## src/rtl/bitu_pkg.sv

```systemverilog
package bitu_pkg;

  typedef enum logic [3:0] {
    OP_SET    = 4'd0,
    OP_CLR    = 4'd1,
    OP_FLIP   = 4'd2,
    OP_TEST   = 4'd3,
    OP_LOAD   = 4'd4,
    OP_LOADN  = 4'd5,
    OP_STORE  = 4'd6,
    OP_STOREN = 4'd7,
    OP_AND    = 4'd8,
    OP_ANDN   = 4'd9,
    OP_OR     = 4'd10,
    OP_ORN    = 4'd11,
    OP_XOR    = 4'd12,
    OP_XORN   = 4'd13,
    OP_RSV0   = 4'd14,
    OP_RSV1   = 4'd15
  } bitOp_e;

  // Value written into the selected bit.
  typedef enum logic [1:0] {
    BIT_ONE   = 2'd0,
    BIT_ZERO  = 2'd1,
    BIT_FLIP  = 2'd2,
    BIT_CARRY = 2'd3
  } bitSrc_e;

  // How the next carry is formed.
  typedef enum logic [1:0] {
    CF_LOAD = 2'd0,
    CF_AND  = 2'd1,
    CF_OR   = 2'd2,
    CF_XOR  = 2'd3
  } carryFn_e;

  typedef struct packed {
    logic     writeByte;
    bitSrc_e  bitSrc;
    logic     invStore;
    logic     carryUpd;
    carryFn_e carryFn;
    logic     invBit;
    logic     zeroUpd;
  } ctrlStrobe_t;

endpackage

```

## src/rtl/bitu_ctrl.sv

```systemverilog
module bitu_ctrl
  import bitu_pkg::*;
(
  input  logic [3:0]  opCode,
  output ctrlStrobe_t strobe
);

  bitOp_e op;
  assign op = bitOp_e'(opCode);

  always_comb begin
    strobe = '{writeByte: 1'b0, bitSrc: BIT_ONE, invStore: 1'b0,
               carryUpd: 1'b0, carryFn: CF_LOAD, invBit: 1'b0,
               zeroUpd: 1'b0};
    case (op)
      OP_SET: begin
        strobe.writeByte = 1'b1;
        strobe.bitSrc    = BIT_ONE;
      end
      OP_CLR: begin
        strobe.writeByte = 1'b1;
        strobe.bitSrc    = BIT_ZERO;
      end
      OP_FLIP: begin
        strobe.writeByte = 1'b1;
        strobe.bitSrc    = BIT_FLIP;
      end
      OP_TEST: begin
        strobe.zeroUpd = 1'b1;
      end
      OP_STORE, OP_STOREN: begin
        strobe.writeByte = 1'b1;
        strobe.bitSrc    = BIT_CARRY;
        strobe.invStore  = (op == OP_STOREN);
      end
      OP_LOAD, OP_LOADN: begin
        strobe.carryUpd = 1'b1;
        strobe.carryFn  = CF_LOAD;
        strobe.invBit   = (op == OP_LOADN);
      end
      OP_AND, OP_ANDN: begin
        strobe.carryUpd = 1'b1;
        strobe.carryFn  = CF_AND;
        strobe.invBit   = (op == OP_ANDN);
      end
      OP_OR, OP_ORN: begin
        strobe.carryUpd = 1'b1;
        strobe.carryFn  = CF_OR;
        strobe.invBit   = (op == OP_ORN);
      end
      OP_XOR, OP_XORN: begin
        strobe.carryUpd = 1'b1;
        strobe.carryFn  = CF_XOR;
        strobe.invBit   = (op == OP_XORN);
      end
      default: ;
    endcase
  end

endmodule

```

## src/rtl/bitu_datapath.sv

```systemverilog
module bitu_datapath
  import bitu_pkg::*;
#(
  parameter int DATA_W = 8,
  parameter int NUM_W  = 8
) (
  input  logic              clk,
  input  logic              rstN,
  input  logic              inValid,
  input  ctrlStrobe_t       strobe,
  input  logic [NUM_W-1:0]  bitNum,
  input  logic [DATA_W-1:0] operand,
  input  logic              carryIn,
  input  logic              zeroIn,
  output logic              outValid,
  output logic [DATA_W-1:0] resultByte,
  output logic              byteWrite,
  output logic              carryOut,
  output logic              zeroOut
);

  localparam int SEL_W = $clog2(DATA_W);

  logic [SEL_W-1:0]  idx;
  logic              selBit;
  logic              effBit;
  logic              newBit;
  logic              nextCarry;
  logic              nextZero;
  logic [DATA_W-1:0] nextByte;

  assign idx    = bitNum[SEL_W-1:0];
  assign selBit = operand[idx];
  assign effBit = selBit ^ strobe.invBit;

  always_comb begin
    case (strobe.bitSrc)
      BIT_ONE:  newBit = 1'b1;
      BIT_ZERO: newBit = 1'b0;
      BIT_FLIP: newBit = ~selBit;
      default:  newBit = carryIn ^ strobe.invStore;
    endcase
  end

  always_comb begin
    nextCarry = carryIn;
    if (strobe.carryUpd) begin
      case (strobe.carryFn)
        CF_LOAD: nextCarry = effBit;
        CF_AND:  nextCarry = carryIn & effBit;
        CF_OR:   nextCarry = carryIn | effBit;
        default: nextCarry = carryIn ^ effBit;
      endcase
    end
  end

  assign nextZero = strobe.zeroUpd ? ~selBit : zeroIn;

  for (genvar g = 0; g < DATA_W; g++) begin : gBitLane
    assign nextByte[g] = (strobe.writeByte && (idx == SEL_W'(g))) ? newBit
                                                                  : operand[g];
  end

  always_ff @(posedge clk) begin
    if (!rstN) begin
      outValid   <= 1'b0;
      resultByte <= '0;
      byteWrite  <= 1'b0;
      carryOut   <= 1'b0;
      zeroOut    <= 1'b0;
    end else begin
      outValid <= inValid;
      if (inValid) begin
        resultByte <= nextByte;
        byteWrite  <= strobe.writeByte;
        carryOut   <= nextCarry;
        zeroOut    <= nextZero;
      end
    end
  end

  // a sampled request yields fresh results on the next cycle
  assert_valid_next_R11: assert property (@(posedge clk) disable iff (!rstN)
    inValid |=> outValid);

  // idle cycles hold the outputs
  assert_idle_hold_R11: assert property (@(posedge clk) disable iff (!rstN)
    !inValid |=> (!outValid && $stable(resultByte) && $stable(carryOut)
                  && $stable(zeroOut) && $stable(byteWrite)));

  // only the selected bit may differ from the operand
  assert_unsel_bits_R2: assert property (@(posedge clk) disable iff (!rstN)
    inValid |=> (((resultByte ^ $past(operand))
                  & ~(DATA_W'(1) << $past(idx))) == '0));

  // without a write strobe the byte is returned intact
  assert_no_write_keeps_R8: assert property (@(posedge clk) disable iff (!rstN)
    (inValid && !strobe.writeByte) |=>
      (!byteWrite && resultByte == $past(operand)));

  // zero passes through unless the test strobe is up
  assert_zero_pass_R9: assert property (@(posedge clk) disable iff (!rstN)
    (inValid && !strobe.zeroUpd) |=> (zeroOut == $past(zeroIn)));

  // carry passes through unless a carry strobe is up
  assert_carry_pass_R9: assert property (@(posedge clk) disable iff (!rstN)
    (inValid && !strobe.carryUpd) |=> (carryOut == $past(carryIn)));

endmodule

```

## src/rtl/bitu_top.sv

```systemverilog
module bitu_top
  import bitu_pkg::*;
#(
  parameter int DATA_W = 8,
  parameter int NUM_W  = 8
) (
  input  logic              clk,
  input  logic              rstN,
  input  logic              inValid,
  input  logic [3:0]        opCode,
  input  logic [NUM_W-1:0]  bitNum,
  input  logic [DATA_W-1:0] operand,
  input  logic              carryIn,
  input  logic              zeroIn,
  output logic              outValid,
  output logic [DATA_W-1:0] resultByte,
  output logic              byteWrite,
  output logic              carryOut,
  output logic              zeroOut
);

  ctrlStrobe_t strobe;

  bitu_ctrl uCtrl (
    .opCode (opCode),
    .strobe (strobe)
  );

  bitu_datapath #(
    .DATA_W (DATA_W),
    .NUM_W  (NUM_W)
  ) uData (
    .clk        (clk),
    .rstN       (rstN),
    .inValid    (inValid),
    .strobe     (strobe),
    .bitNum     (bitNum),
    .operand    (operand),
    .carryIn    (carryIn),
    .zeroIn     (zeroIn),
    .outValid   (outValid),
    .resultByte (resultByte),
    .byteWrite  (byteWrite),
    .carryOut   (carryOut),
    .zeroOut    (zeroOut)
  );

endmodule

```

## config.mk

```make
export PLATFORM = sky130hd
export DESIGN_NAME = bitu_top
export DESIGN_NICKNAME = d
export VERILOG_FILES = /design/src/rtl/bitu_pkg.sv /design/src/rtl/bitu_ctrl.sv /design/src/rtl/bitu_datapath.sv /design/src/rtl/bitu_top.sv
export SDC_FILE = /design/constraint.sdc
export NUM_CORES = 1
export LEC_CHECK = 0
export BUFFER_PORTS_ARGS = -buffer_cell sky130_fd_sc_hd__buf_2
export CAP_MARGIN = 20
export CELL_PAD_IN_SITES_DETAIL_PLACEMENT = 1
export CELL_PAD_IN_SITES_GLOBAL_PLACEMENT = 2
export CORE_ASPECT_RATIO = 0.6
export CORE_UTILIZATION = 26
export DETAILED_ROUTE_END_ITERATION = 10
export PLACE_DENSITY = 0.73
export SLEW_MARGIN = 20
export SYNTH_ARGS = -nofsm -noshare
export SYNTH_HDL_FRONTEND = slang
export SYNTH_SLANG_ARGS = --single-unit
```

## constraint.sdc

```tcl
create_clock -name clk -period 2.5 [get_ports clk]
set_input_delay 0.5 -clock clk [delete_from_list [all_inputs] [get_ports clk]]
set_output_delay 0.5 -clock clk [all_outputs]
set_load 0.05 [all_outputs]
```

---- Word level (Yosys, flattened, before mapping) ----
Cells that the tools add are included.
storage, ports and cells
  register bits ........................... 12
  input bits .............................. 25
  output and inout bits ................... 12
  logic and storage cells ................. 71
operators by class
  order comparisons ....................... 1
  equal/unequal tests ..................... 24
  muxes and demuxes ....................... 18
  bitwise logic cells ..................... 6
  reductions and logical operators ........ 17
operator list
  operator                                                                      number
  4-bit == test, second input constant                                          6
  4-bit by 3-bit == test with 1-bit output, second input constant               4
  4-bit one-hot mux with 4 select lines                                         1
  1-bit 2-to-1 mux                                                              13
  3-bit == test, second input constant                                          4
  3-bit one-hot mux with 4 select lines                                         1
  2-bit OR reduction                                                            5
  4-bit by 2-bit == test with 1-bit output, second input constant               2
  1-bit logical AND                                                             8
  3-bit by 2-bit == test with 1-bit output, second input constant               2
  1-bit one-hot mux with 3 select lines                                         2
  2-bit by 1-bit == test with 1-bit output, second input constant               2
  2-bit == test, second input constant                                          2
  4-bit by 1-bit == test with 1-bit output, second input constant               1
  2-bit logical NOT                                                             2
  4-bit logical NOT                                                             1
  3-bit by 4-bit less-than comparator with 1-bit output, second input constant  1
  1-bit binary-select mux with 3-bit select                                     1
  3-bit by 1-bit == test with 1-bit output, second input constant               1
  3-bit logical NOT                                                             1
  1-bit bitwise XOR                                                             3
  1-bit AND                                                                     1
  1-bit inverter                                                                1
  1-bit bitwise OR                                                              1

---- Longest topological paths before layout ----
Gate-level depths: netlist of run 1.
  depth in word-level cells ............... 7
  gate-level depth with buffers ........... 11

---- By module ----
Synthesis of run 1 repeated with hierarchy kept, for this count alone.
unflattened totals
  cells, all modules ...................... 147
  area, all modules ....................... 1198.6 sq um
modules (own cells, without submodules)
  module         times used  cells each  area an instance (sq um)
  bitu_datapath  1           130         1066.0
  bitu_ctrl      1           17          132.6

---- Least setup slack after synthesis of run 1 ----
OpenSTA, ideal clock, no wires.
  path type ............................... input to register
  start ................................... in bitNum[1]
  end ..................................... reg uData.carryOut
  library setup time ...................... 0.138 ns
  arrival ................................. 2.206 ns
  path slack .............................. 0.157 ns
  cell stages on the path ................. 11
  path buffers ............................ 1
  cells stage by stage .................... buf_6 -> mux2i_1 -> and3_4 -> nor4_4 -> xnor2_1 -> ha_1 -> mux2i_1 -> nand3b_1 -> o311a_1 -> o22ai_1 -> a21oi_1
on the way
  word-level cells in the longest chain between the ends .. 6
  elaborated cells between the ends (all ways) .. 8
ends and longest elaborated chain
  item                                             RTL line             text
  from (decl)                                      bitu_top.sv:11       input logic [NUM_W-1:0] bitNum,
  1-bit binary-select mux with 3-bit select (*)    bitu_datapath.sv:33  assign selBit = operand[idx];
  1-bit 2-to-1 mux (implied by the code) (*)       bitu_datapath.sv:33
  1-bit bitwise XOR (*)                            bitu_datapath.sv:34  assign effBit = selBit ^ strobe.invBit;
  1-bit bitwise XOR, or another cell as far along  bitu_datapath.sv:52  default: nextCarry = carryIn ^ effBit;
  1-bit one-hot mux with 3 select lines (*)        bitu_datapath.sv:48  case (strobe.carryFn)
  1-bit 2-to-1 mux (*)                             bitu_datapath.sv:47  if (strobe.carryUpd) begin
  to (signal assigned)                             bitu_datapath.sv:76  carryOut <= nextCarry;
  to (decl)                                        bitu_datapath.sv:18  output logic carryOut,
Mark *: on every way between the ends. The rest lies on a longest branch, timed or not. The select of a mux whose other input is x is not followed.
A chain may end at the register's enable or synchronous reset.

---- Final worst setup path of run 1 ----
Ends and elaborated chain as after synthesis.

==> metrics.yaml, run 1 <==
r2r_start: "uData.resultByte[3]"
die_w_um: 77.89
grt_pass1_wl_mm: 4.043
cts_sinks: 12
hold_end: "uData.zeroOut"
ff2ff_path_depth: 3
hold_buffers: 0
syn_inst: 101
route.detailed.drc: 0
htreeDepth: 1
ant_nets: 0
r2r-end: "uData.resultByte[3]"
cp_cell_sequence: "buf_2, mux2_2, nor3b_1, nor4_4, xnor2_1, ha_1, mux2i_1, nand3b_1, o311a_1, o22ai_1, a21oi_1"
die_area_um2: 3702
start_util_pct: 27.36
clock_latency_ns: 0.24
numPortBuffers: 31
p_seq_share_pct: 34.6
hpwl_mm: 2.087
cpPeakStageDelay_ns: 0.35
combPwrFrac_pct: 30.9
synth_warnings: 0
rows: 16
root_buffer: "clkbuf_8"
cp.arrival_ns: 2.42
tritoncts: "yes"
synth.most_common_cell: "nor2b_1"
first_pass_iters: 4
yosysTopAreaCellShare_pct: 26.74
grt_pass1_vias: 815
total_leakage_power_uw: 0.0005181
hold_depth: 1
ys_top_cells_by_area: "dfxtp_1 (27%), nor2b_1 (9.7%), a221o_1 (5.6%), nor3b_1 (5.0%), mux2_2 (3.8%)"
wl_per_cell_um: 14.71
cts_inserted_buffers: 3
whs_ns: 0.4611
crit_path_end_kind: "flop"
post_cts_resized: 0
final-setup-viol-count: 0
vias_per_cell: 4.972
pin_count: 37
clk_pin_slew_ns: 0.05
critPathLaunchType: "input pin"
tightest_slew_ns: 0.5593
grt_overflow: 0
antenna_found_initial: 0
outcome: "finished clean"
period_share_pct: 91.80
rrSetupSlack_ns: 1.55
vias: 895
maxCapViolCount: 0
avgSynthCellArea_um2: 8.895
drt_iter0_drc: 29
path_max_fanout: 5
post-cts-setup-buffers: 0
coreArea_um2: 3283
yosysSeqAreaShare_pct: 26.74
place.gp.congestion: 0.7296
layout.cells.non_filler: 180
fill_cells: 406
relSlewSlack_pct: 62.41
critical_path_class: "input pin to flop"
die_y_um: 47.53
switchingPower_uw: 192.9
synth_top_area_cell: "dfxtp_1"
switching_share_pct: 31.76
synth-edff-count: 0
powerDensity_nw_per_um2: 517.0
rsz0062_at_grt: "false"
ir_drop_mv: 0.2458
grtUsageTotal_pct: 14.78
synth-seq-cells: 12
netlist_area_um2: 898.4
ys_async_sr_fraction_pct: 0
crit_slowest_cell: "mux2_2"
drive_gt1_share_pct: 39.26
dpl.cell_count: 176
syn_nets: 127
power.internal_uw: 414.5
fin_nets: 162
yosys-top-cells-count: "nor2b_1 (14), dfxtp_1 (12), nand2_1 (7)"
min-delay-start: "uData.zeroOut"
grt_start_max_net_pins: 12
min_period_ns: 2.295
wl_mm: 2.648
ys.flop_type: "dfxtp_1"
diodes: 0
hold_viol_final: 0
drv_slew: 0
clkPwrFrac_pct: 34.5
yosysUniqueCellTypes: 37
fin_skew_ns: 0
min_path_type: "flop to flop"
required_ns: 2.63
syn2layout_area_growth_pct: 30.78
cts_buffer_depth: 2
fmax_mhz: 435.7
-- kinds of logic (layout without fill, tap and decap cells) --
group | count (synthesis) | count (layout) | synth area share [%]
flops | 12 | 12 | 26.74
buf+inv | 9 | 43 | 4.734
compound gates | 23 | 23 | 22.28
xor+xnor | 2 | 2 | 1.950
simple gates | 48 | 48 | 35.79
fa+ha+maj | 1 | 1 | 1.393
mux | 6 | 6 | 7.103
-- critical path, delay by kind of cell --
kind	cells	cell delay, ns
and+or+nand+nor	3	0.53
muxes	2	0.48
AOI/OAI and AO/OA	3	0.33
adders and majority gates	1	0.25
xor gates and xnor gates	1	0.18
buffers and inverters	1	0.15
-- how the worst max path moves through the flow --
stage / slack (ns) / endpoint / startpoint / depth (start not counted)
6_report: 0.20 / uData.carryOut / bitNum[1] / 11
5_1_grt: 0.02 / uData.carryOut / bitNum[1] / 11
4_1_cts: 0.19 / uData.carryOut / bitNum[1] / 11
3_5_place_dp: -0.06 / uData.carryOut / bitNum[1] / 11
3_3_place_gp: 0.007 / uData.carryOut / bitNum[1] / 11
2_1_floorplan: 0.16 / uData.carryOut / bitNum[1] / 11
-- state kept, by name, summed over array words and instances (netlist names) --
signal,cells
uData.zeroOut,1
uData.carryOut,1
uData.outValid,1
uData.byteWrite,1
uData.resultByte,8
-- area by class of cell --
cell class / instances / area, µm² / share of cell area, %
multi-input cells: 80 / 615.6 / 52.40
flip-flops and latches: 12 / 240.2 / 20.45
repair buffers: 37 / 200.2 / 17.04
well taps: 45 / 56.30 / 4.792
clock buffers: 4 / 55.05 / 4.686
inverters: 2 / 7.507 / 0.6390
-- power by group through the flow --
stage | clock (µW) | sequential [µW] | combinational [µW]
5_1_grt | 226 | 212 | 202
3_3_place_gp | 0 | 213 | 184
3_5_place_dp | 0 | 214 | 188
2_1_floorplan | 0 | 259 | 84.0
4_1_cts | 214 | 211 | 188
6_report | 209 | 210 | 188
-- metrics by stage --
step                      worst slack, ns  TNS [ns]  cell area (µm²)  total power, µW  util (%)
after floorplan                    0.1565         0            898.4            343.2         -
final                              0.2050         0             1175            607.4     35.79
after global placement           0.006633         0             1120            396.9     34.11
after detailed placement         -0.05794  -0.05794             1120            402.0     34.11
after global routing              0.02312         0             1175            640.8     35.79
after CTS                          0.1909         0             1175            613.2     35.79
-- placed cells by master (no fill, tap or decap), types with 2 or more instances in the layout --
| cell | instances |
|---|---|
| a211oi_2 | 2 |
| a21o_1 | 2 |
| a21oi_1 | 2 |
| a221o_1 | 5 |
| a31o_2 | 2 |
| a32o_1 | 3 |
| and2_1 | 2 |
| and3_1 | 5 |
| buf_2 | 31 |
| buf_4 | 6 |
| clkbuf_8 | 4 |
| dfxtp_1 | 12 |
| inv_1 | 2 |
| mux2_2 | 3 |
| mux2i_1 | 3 |
| nand2_1 | 7 |
| nand3_1 | 3 |
| nor2b_1 | 14 |
| nor3_1 | 2 |
| nor3b_1 | 6 |
| o21ai_0 | 3 |
| xnor2_1 | 2 |
-- layer usage --
| layer | wire, µm | share of wire, % | vias up | global-route usage (%) |
|---|---|---|---|---|
| li1 | - | - | 449 | - |
| met1 | 1463 | 55 | 419 | 21.44 |
| met2 | 1041 | 39 | 27 | 22.65 |
| met3 | 143 | 5.4 | 0 | 4.762 |
| met4 | 0 | 0 | 0 | 0 |
| met5 | 0 | 0 | - | 0 |
No activity file was read; power rests on OpenSTA's default activity.
==> run 2: changes to the inputs <==
--- a/config.mk
+++ b/config.mk
@@ -9,7 +9,7 @@
 export CAP_MARGIN = 20
 export CELL_PAD_IN_SITES_DETAIL_PLACEMENT = 1
 export CELL_PAD_IN_SITES_GLOBAL_PLACEMENT = 2
-export CORE_ASPECT_RATIO = 0.6
+export CORE_ASPECT_RATIO = 0.5
 export CORE_UTILIZATION = 26
 export DETAILED_ROUTE_END_ITERATION = 10
 export PLACE_DENSITY = 0.73
@@ -17,3 +17,4 @@
 export SYNTH_ARGS = -nofsm -noshare
 export SYNTH_HDL_FRONTEND = slang
 export SYNTH_SLANG_ARGS = --single-unit
+export TNS_END_PERCENT = 30
==> run 2 against run 1 <==
  * Via count fell by 0.11%
  * Highest routed layer is now met4
  * Clock power rose by 4%
  * Die area is 0.18% higher
  * Clock skew did not move
  * Maximum frequency down 0.75%
  * Global-route usage rose by 0.16 points
  * Register-to-register slack barely moved
==> metrics.yaml, run 2 (same netlist as run 1, synthesis figures left out) <==
clk_pin_slew_ns: 0.06  # about the same
total_leakage_power_uw: 0.0005360  # +3.5%
cts_sinks: 12  # unchanged
vias: 894  # -0.11%
period_share_pct: 92.50  # +0.70 points
vias_per_cell: 5.022  # +1.0%
die_area_um2: 3709  # +0.18%
rows: 14  # -2
fin_nets: 165  # +1.9%
fmax_mhz: 432.5  # -0.75%
hpwl_mm: 1.934  # -7.3%
htreeDepth: 1  # unchanged
hold_viol_final: 0  # unchanged
clock_latency_ns: 0.24  # about the same
ir_drop_mv: 0.1932  # -21%
antenna_found_initial: 0  # unchanged
diodes: 0  # unchanged
place.gp.congestion: 0.7199  # -1.3%
whs_ns: 0.4505  # -0.01060 ns
grt_pass1_vias: 855  # +4.9%
max_flop_register: "uData.resultByte"
critPathLaunchType: "input pin"
largest_reg_flops: 8  # unchanged
tritoncts: "yes"
root_buffer: "clkbuf_8"
crit_path_end_kind: "flop"
multi_input_area_um2: 620.6  # +0.81%
die_w_um: 85.13  # +9.3%
relSlewSlack_pct: 71.02  # +8.6 points
required_ns: 2.64  # about the same
wl_per_cell_um: 14.37  # -2.4%
drv_slew: 0  # unchanged
post-cts-setup-buffers: 0  # unchanged
start_util_pct: 28.65  # +1.3 points
grt_pass1_wl_mm: 4.140  # +2.4%
seq_area_um2: 240.2  # unchanged
maxCapViolCount: 0  # unchanged
final_common_cell: "buf_2"
grtUsageTotal_pct: 14.94  # +0.16 points
cts_buffer_depth: 2  # unchanged
first_pass_iters: 4  # unchanged
drt_iter0_drc: 37  # +28%
cts_inserted_buffers: 3  # unchanged
min_period_ns: 2.312  # +0.01738 ns
min_path_type: "flop to flop"
fin_skew_ns: 0  # unchanged
dpl_cell_area_um2: 1136  # +1.5%
outcome: "finished clean"
powerDensity_nw_per_um2: 517.0  # about the same
drive_gt1_share_pct: 41.30  # +2.0 points
die_y_um: 43.57  # -8.3%
critical_path_class: "input pin to flop"
rsz0062_at_grt: "false"
route.detailed.drc: 0  # unchanged
coreArea_um2: 3136  # -4.5%
ant_nets: 0  # unchanged
numPortBuffers: 31  # unchanged
wl_mm: 2.557  # -3.4%
grt_start_max_net_pins: 12  # unchanged
cp.arrival_ns: 2.45  # +0.03 ns
grt_overflow: 0  # unchanged
tightest_slew_ns: 0.4302  # -0.1291 ns
syn2layout_area_growth_pct: 33.15
path_max_fanout: 9  # +4
fin_area_um2: 1196  # +1.8%
final_cell_mix: "buf_2 (31), nor2b_1 (14), dfxtp_1 (12)"
final-setup-viol-count: 0  # unchanged
pin_count: 37  # unchanged
fill_cells: 386  # -4.9%
==> run 2: cell types whose count changed in the layout (fill, tap and decap cells not counted), sizes merged <==
| cell | before | now |
|---|---|---|
| buf | 37 | 40 |
==> run 2: power breakdown <==
| group | switching [µW] | leakage, µW | internal, µW |
|---|---|---|---|
| Clock | 78.9 | 0.0000288 | 139 |
| Sequential | 5.08 | 0.0000991 | 204 |
| Combinational | 116 | 0.000408 | 74.1 |
| Total | 200 | 0.000536 | 418 |
==> run 2: path summary, 6_finish.rpt <==
kind	end	startpoint	cells after the start	slack [ns]
worst min-delay path	uData.zeroOut	uData.zeroOut	1	0.45
worst max-delay path	uData.carryOut	bitNum[1]	11	0.19
worst max register to register	uData.resultByte[7]	uData.resultByte[7]	3	1.55
worst min register to register	uData.zeroOut	uData.zeroOut	1	0.45
==> run 2: area by class of cell <==
type                    instances  share of cell area, %
repair buffers                 40                  18.62
flip-flops and latches         12                  20.08
well taps                      40                  4.184
multi-input cells              80                  51.88
clock buffers                   4                  4.602
inverters                       2                 0.6276
==> run 2: critical path, cell delays in order <==
cell,delay (ns)
buf_2,0.19
mux2_2,0.35
nor3b_1,0.31
nor4_4,0.10
xnor2_1,0.20
ha_1,0.26
mux2i_1,0.13
nand3b_1,0.09
o311a_1,0.11
o22ai_1,0.16
a21oi_1,0.05
==> run 2: metal layers <==
| metal | vias to the layer above | track usage, % | routed length, µm |
|---|---|---|---|
| li1 | 449 | - | - |
| met1 | 421 | 19.28 | 1270 |
| met2 | 22 | 24.35 | 1130 |
| met3 | 2 | 4.952 | 145 |
| met4 | 0 | 4.068 | 12 |
| met5 | - | 0 | 0 |
==> run 2: through the flow <==
step | worst slack, ns | util (%) | cells | total power [µW] | TNS (ns)
floorplan | 0.1565 | - | 101 | 343.2 | 0
global route | 0.01116 | 38.15 | 178 | 653.9 | 0
global placement | -0.09180 | 36.23 | 174 | 401.3 | -0.09180
detailed placement | -0.1349 | 36.23 | 174 | 403.8 | -0.1349
finish | 0.1876 | 38.15 | 178 | 618.4 | 0
CTS | 0.1292 | 37.99 | 178 | 623.8 | 0
==> run 2: what timing repair did <==
item / in CTS / in global routing
resized for setup: 0 / 1
hold buffers: 0 / 0
setup endpoints to repair: 0 / 1
==> run 3: changes to the inputs <==
--- a/config.mk
+++ b/config.mk
@@ -12,6 +12,7 @@
 export CORE_ASPECT_RATIO = 0.5
 export CORE_UTILIZATION = 26
 export DETAILED_ROUTE_END_ITERATION = 10
+export MAX_ROUTING_LAYER = met4
 export PLACE_DENSITY = 0.73
 export SLEW_MARGIN = 20
 export SYNTH_ARGS = -nofsm -noshare
==> run 3 against run 2 <==
  * Hold slack is essentially flat
  * Clock power is essentially flat
  * First-iteration DRC count grew 14%
  * Critical path type unchanged
  * Sequential power is essentially flat
  * Register-to-register slack is essentially flat
==> metrics.yaml, run 3 (same netlist as run 1, synthesis figures left out) <==
outcome: "finished clean"
fin_skew_ns: 0  # unchanged
die_y_um: 43.57  # unchanged
switchingPower_uw: 200.7  # +0.14%
period_share_pct: 92.41  # about the same
grt_pass1_wl_mm: 4.140  # unchanged
final_cell_mix: "buf_2 (31), nor2b_1 (14), dfxtp_1 (12)"
drv_slew: 0  # unchanged
htreeDepth: 1  # unchanged
pin_count: 37  # unchanged
maxCapViolCount: 0  # unchanged
max_flop_register: "uData.resultByte"
die_area_um2: 3709  # unchanged
start_util_pct: 28.65  # unchanged
final_core_util_pct: 38.15  # unchanged
dp_slack_ns: -0.1349  # unchanged
cts_sinks: 12  # unchanged
die_w_um: 85.13  # unchanged
place.gp.congestion: 0.7284  # +1.2%
clock_latency_ns: 0.25  # about the same
required_ns: 2.64  # about the same
relSlewSlack_pct: 71.01  # about the same
crit_path_end_kind: "flop"
vias_per_cell: 5.039  # +0.34%
layout.cells.non_filler: 178  # unchanged
coreArea_um2: 3136  # unchanged
path_max_fanout: 9  # unchanged
syn2layout_area_growth_pct: 33.15  # unchanged
setup_ws_ns: 0.1897  # +0.002041 ns
total_leakage_power_uw: 0.0005360  # unchanged
critical_path_class: "input pin to flop"
grt_overflow: 0  # unchanged
final_common_cell: "buf_2"
wl_mm: 2.559  # about the same
cp.arrival_ns: 2.45  # about the same
cts_buffer_depth: 2  # unchanged
diodes: 0  # unchanged
hold_viol_final: 0  # unchanged
grt_pass1_vias: 853  # -0.23%
min_period_ns: 2.310  # -0.002041 ns
drt_iter0_drc: 42  # +14%
cts_inserted_buffers: 3  # unchanged
final-setup-viol-count: 0  # unchanged
numPortBuffers: 31  # unchanged
route.detailed.drc: 0  # unchanged
tightest_slew_ns: 0.4303  # +0.00008333 ns
combPwrFrac_pct: 30.8  # about the same
rsz0062_at_grt: "false"
grt_start_max_net_pins: 12  # unchanged
wl_per_cell_um: 14.38  # about the same
switching_share_pct: 32.44  # about the same
ir_drop_mv: 0.1932  # about the same
powerDensity_nw_per_um2: 517.2  # about the same
root_buffer: "clkbuf_8"
first_pass_iters: 4  # unchanged
largest_reg_flops: 8  # unchanged
min_path_type: "flop to flop"
ant_nets: 0  # unchanged
drive_gt1_share_pct: 41.30  # unchanged
grtUsageTotal_pct: 15.44  # +0.50 points
fin_nets: 165  # unchanged
antenna_found_initial: 0  # unchanged
rows: 14  # unchanged
critPathLaunchType: "input pin"
vias: 897  # +0.34%
hpwl_mm: 1.934  # unchanged
clk_pin_slew_ns: 0.06  # about the same
dpl.cell_count: 174  # unchanged
clkPwrFrac_pct: 35.3  # about the same
p_seq_share_pct: 33.9  # about the same
fmax_mhz: 432.8  # about the same
power.internal_uw: 418.0  # about the same
tritoncts: "yes"
total_power_uw: 618.7  # about the same
==> run 3: cell counts in the layout (fill, tap and decap cells not counted) <==
Identical to the previous run, type by type.
==> run 3: final timing paths <==
path,cells past startpoint,slack (ns),to,startpoint
setup / recovery,11,0.19,uData.carryOut,bitNum[1]
setup reg to reg,3,1.55,uData.resultByte[7],uData.resultByte[7]
hold / removal,1,0.45,uData.zeroOut,uData.zeroOut
hold reg to reg,1,0.45,uData.zeroOut,uData.zeroOut
==> run 3: cell type report <==
type | count | area [µm²]
clock buffer | 4 | 55.05
sequential | 12 | 240.2
tap | 40 | 50.05
timing repair buffer | 40 | 222.7
fill | 386 | 1939
inverter | 2 | 7.507
multi-input combinational | 80 | 620.6
==> run 3: what timing repair did <==
action                     4_1_cts  5_1_grt
hold buffers                     0        0
buffers inserted                 0        0
setup endpoints to repair        0        1
gates resized for setup          0        1
==> run 3: power by group through the flow <==
| stage | registers [µW] | logic [µW] | clock network, µW |
|---|---|---|---|
| 2_1_floorplan | 259 | 84.0 | 0 |
| 3_3_place_gp | 213 | 188 | 0 |
| 3_5_place_dp | 214 | 190 | 0 |
| 4_1_cts | 210 | 191 | 223 |
| 5_1_grt | 211 | 206 | 236 |
| 6_report | 210 | 191 | 218 |
==> run 3: worst max-delay path, cell delays in order <==
cell      delay [ns]
buf_2           0.19
mux2_2          0.35
nor3b_1         0.31
nor4_4          0.10
xnor2_1         0.20
ha_1            0.26
mux2i_1         0.13
nand3b_1        0.09
o311a_1         0.11
o22ai_1         0.16
a21oi_1         0.05
==> run 3: per-stage QoR <==
stage / setup TNS, ns / hold WS, ns / instance area (µm²)
final: 0 / 0.4505 / 1196
after global routing: 0 / 0.4702 / 1196
after CTS: 0 / 0.4528 / 1191
after detailed placement: -0.1349 / 0.4394 / 1136
after global placement: -0.09180 / 0.4388 / 1136
after floorplan: 0 / 0.7229 / 898.4
==> run 3: routing by layer <==
metal / vias to the layer above / GRT usage, % / wire length [µm]
li1: 449 / - / -
met1: 426 / 19.28 / 1266
met2: 20 / 24.35 / 1121
met3: 2 / 4.952 / 152
met4: 0 / 4.068 / 19
met5: - / - / 0
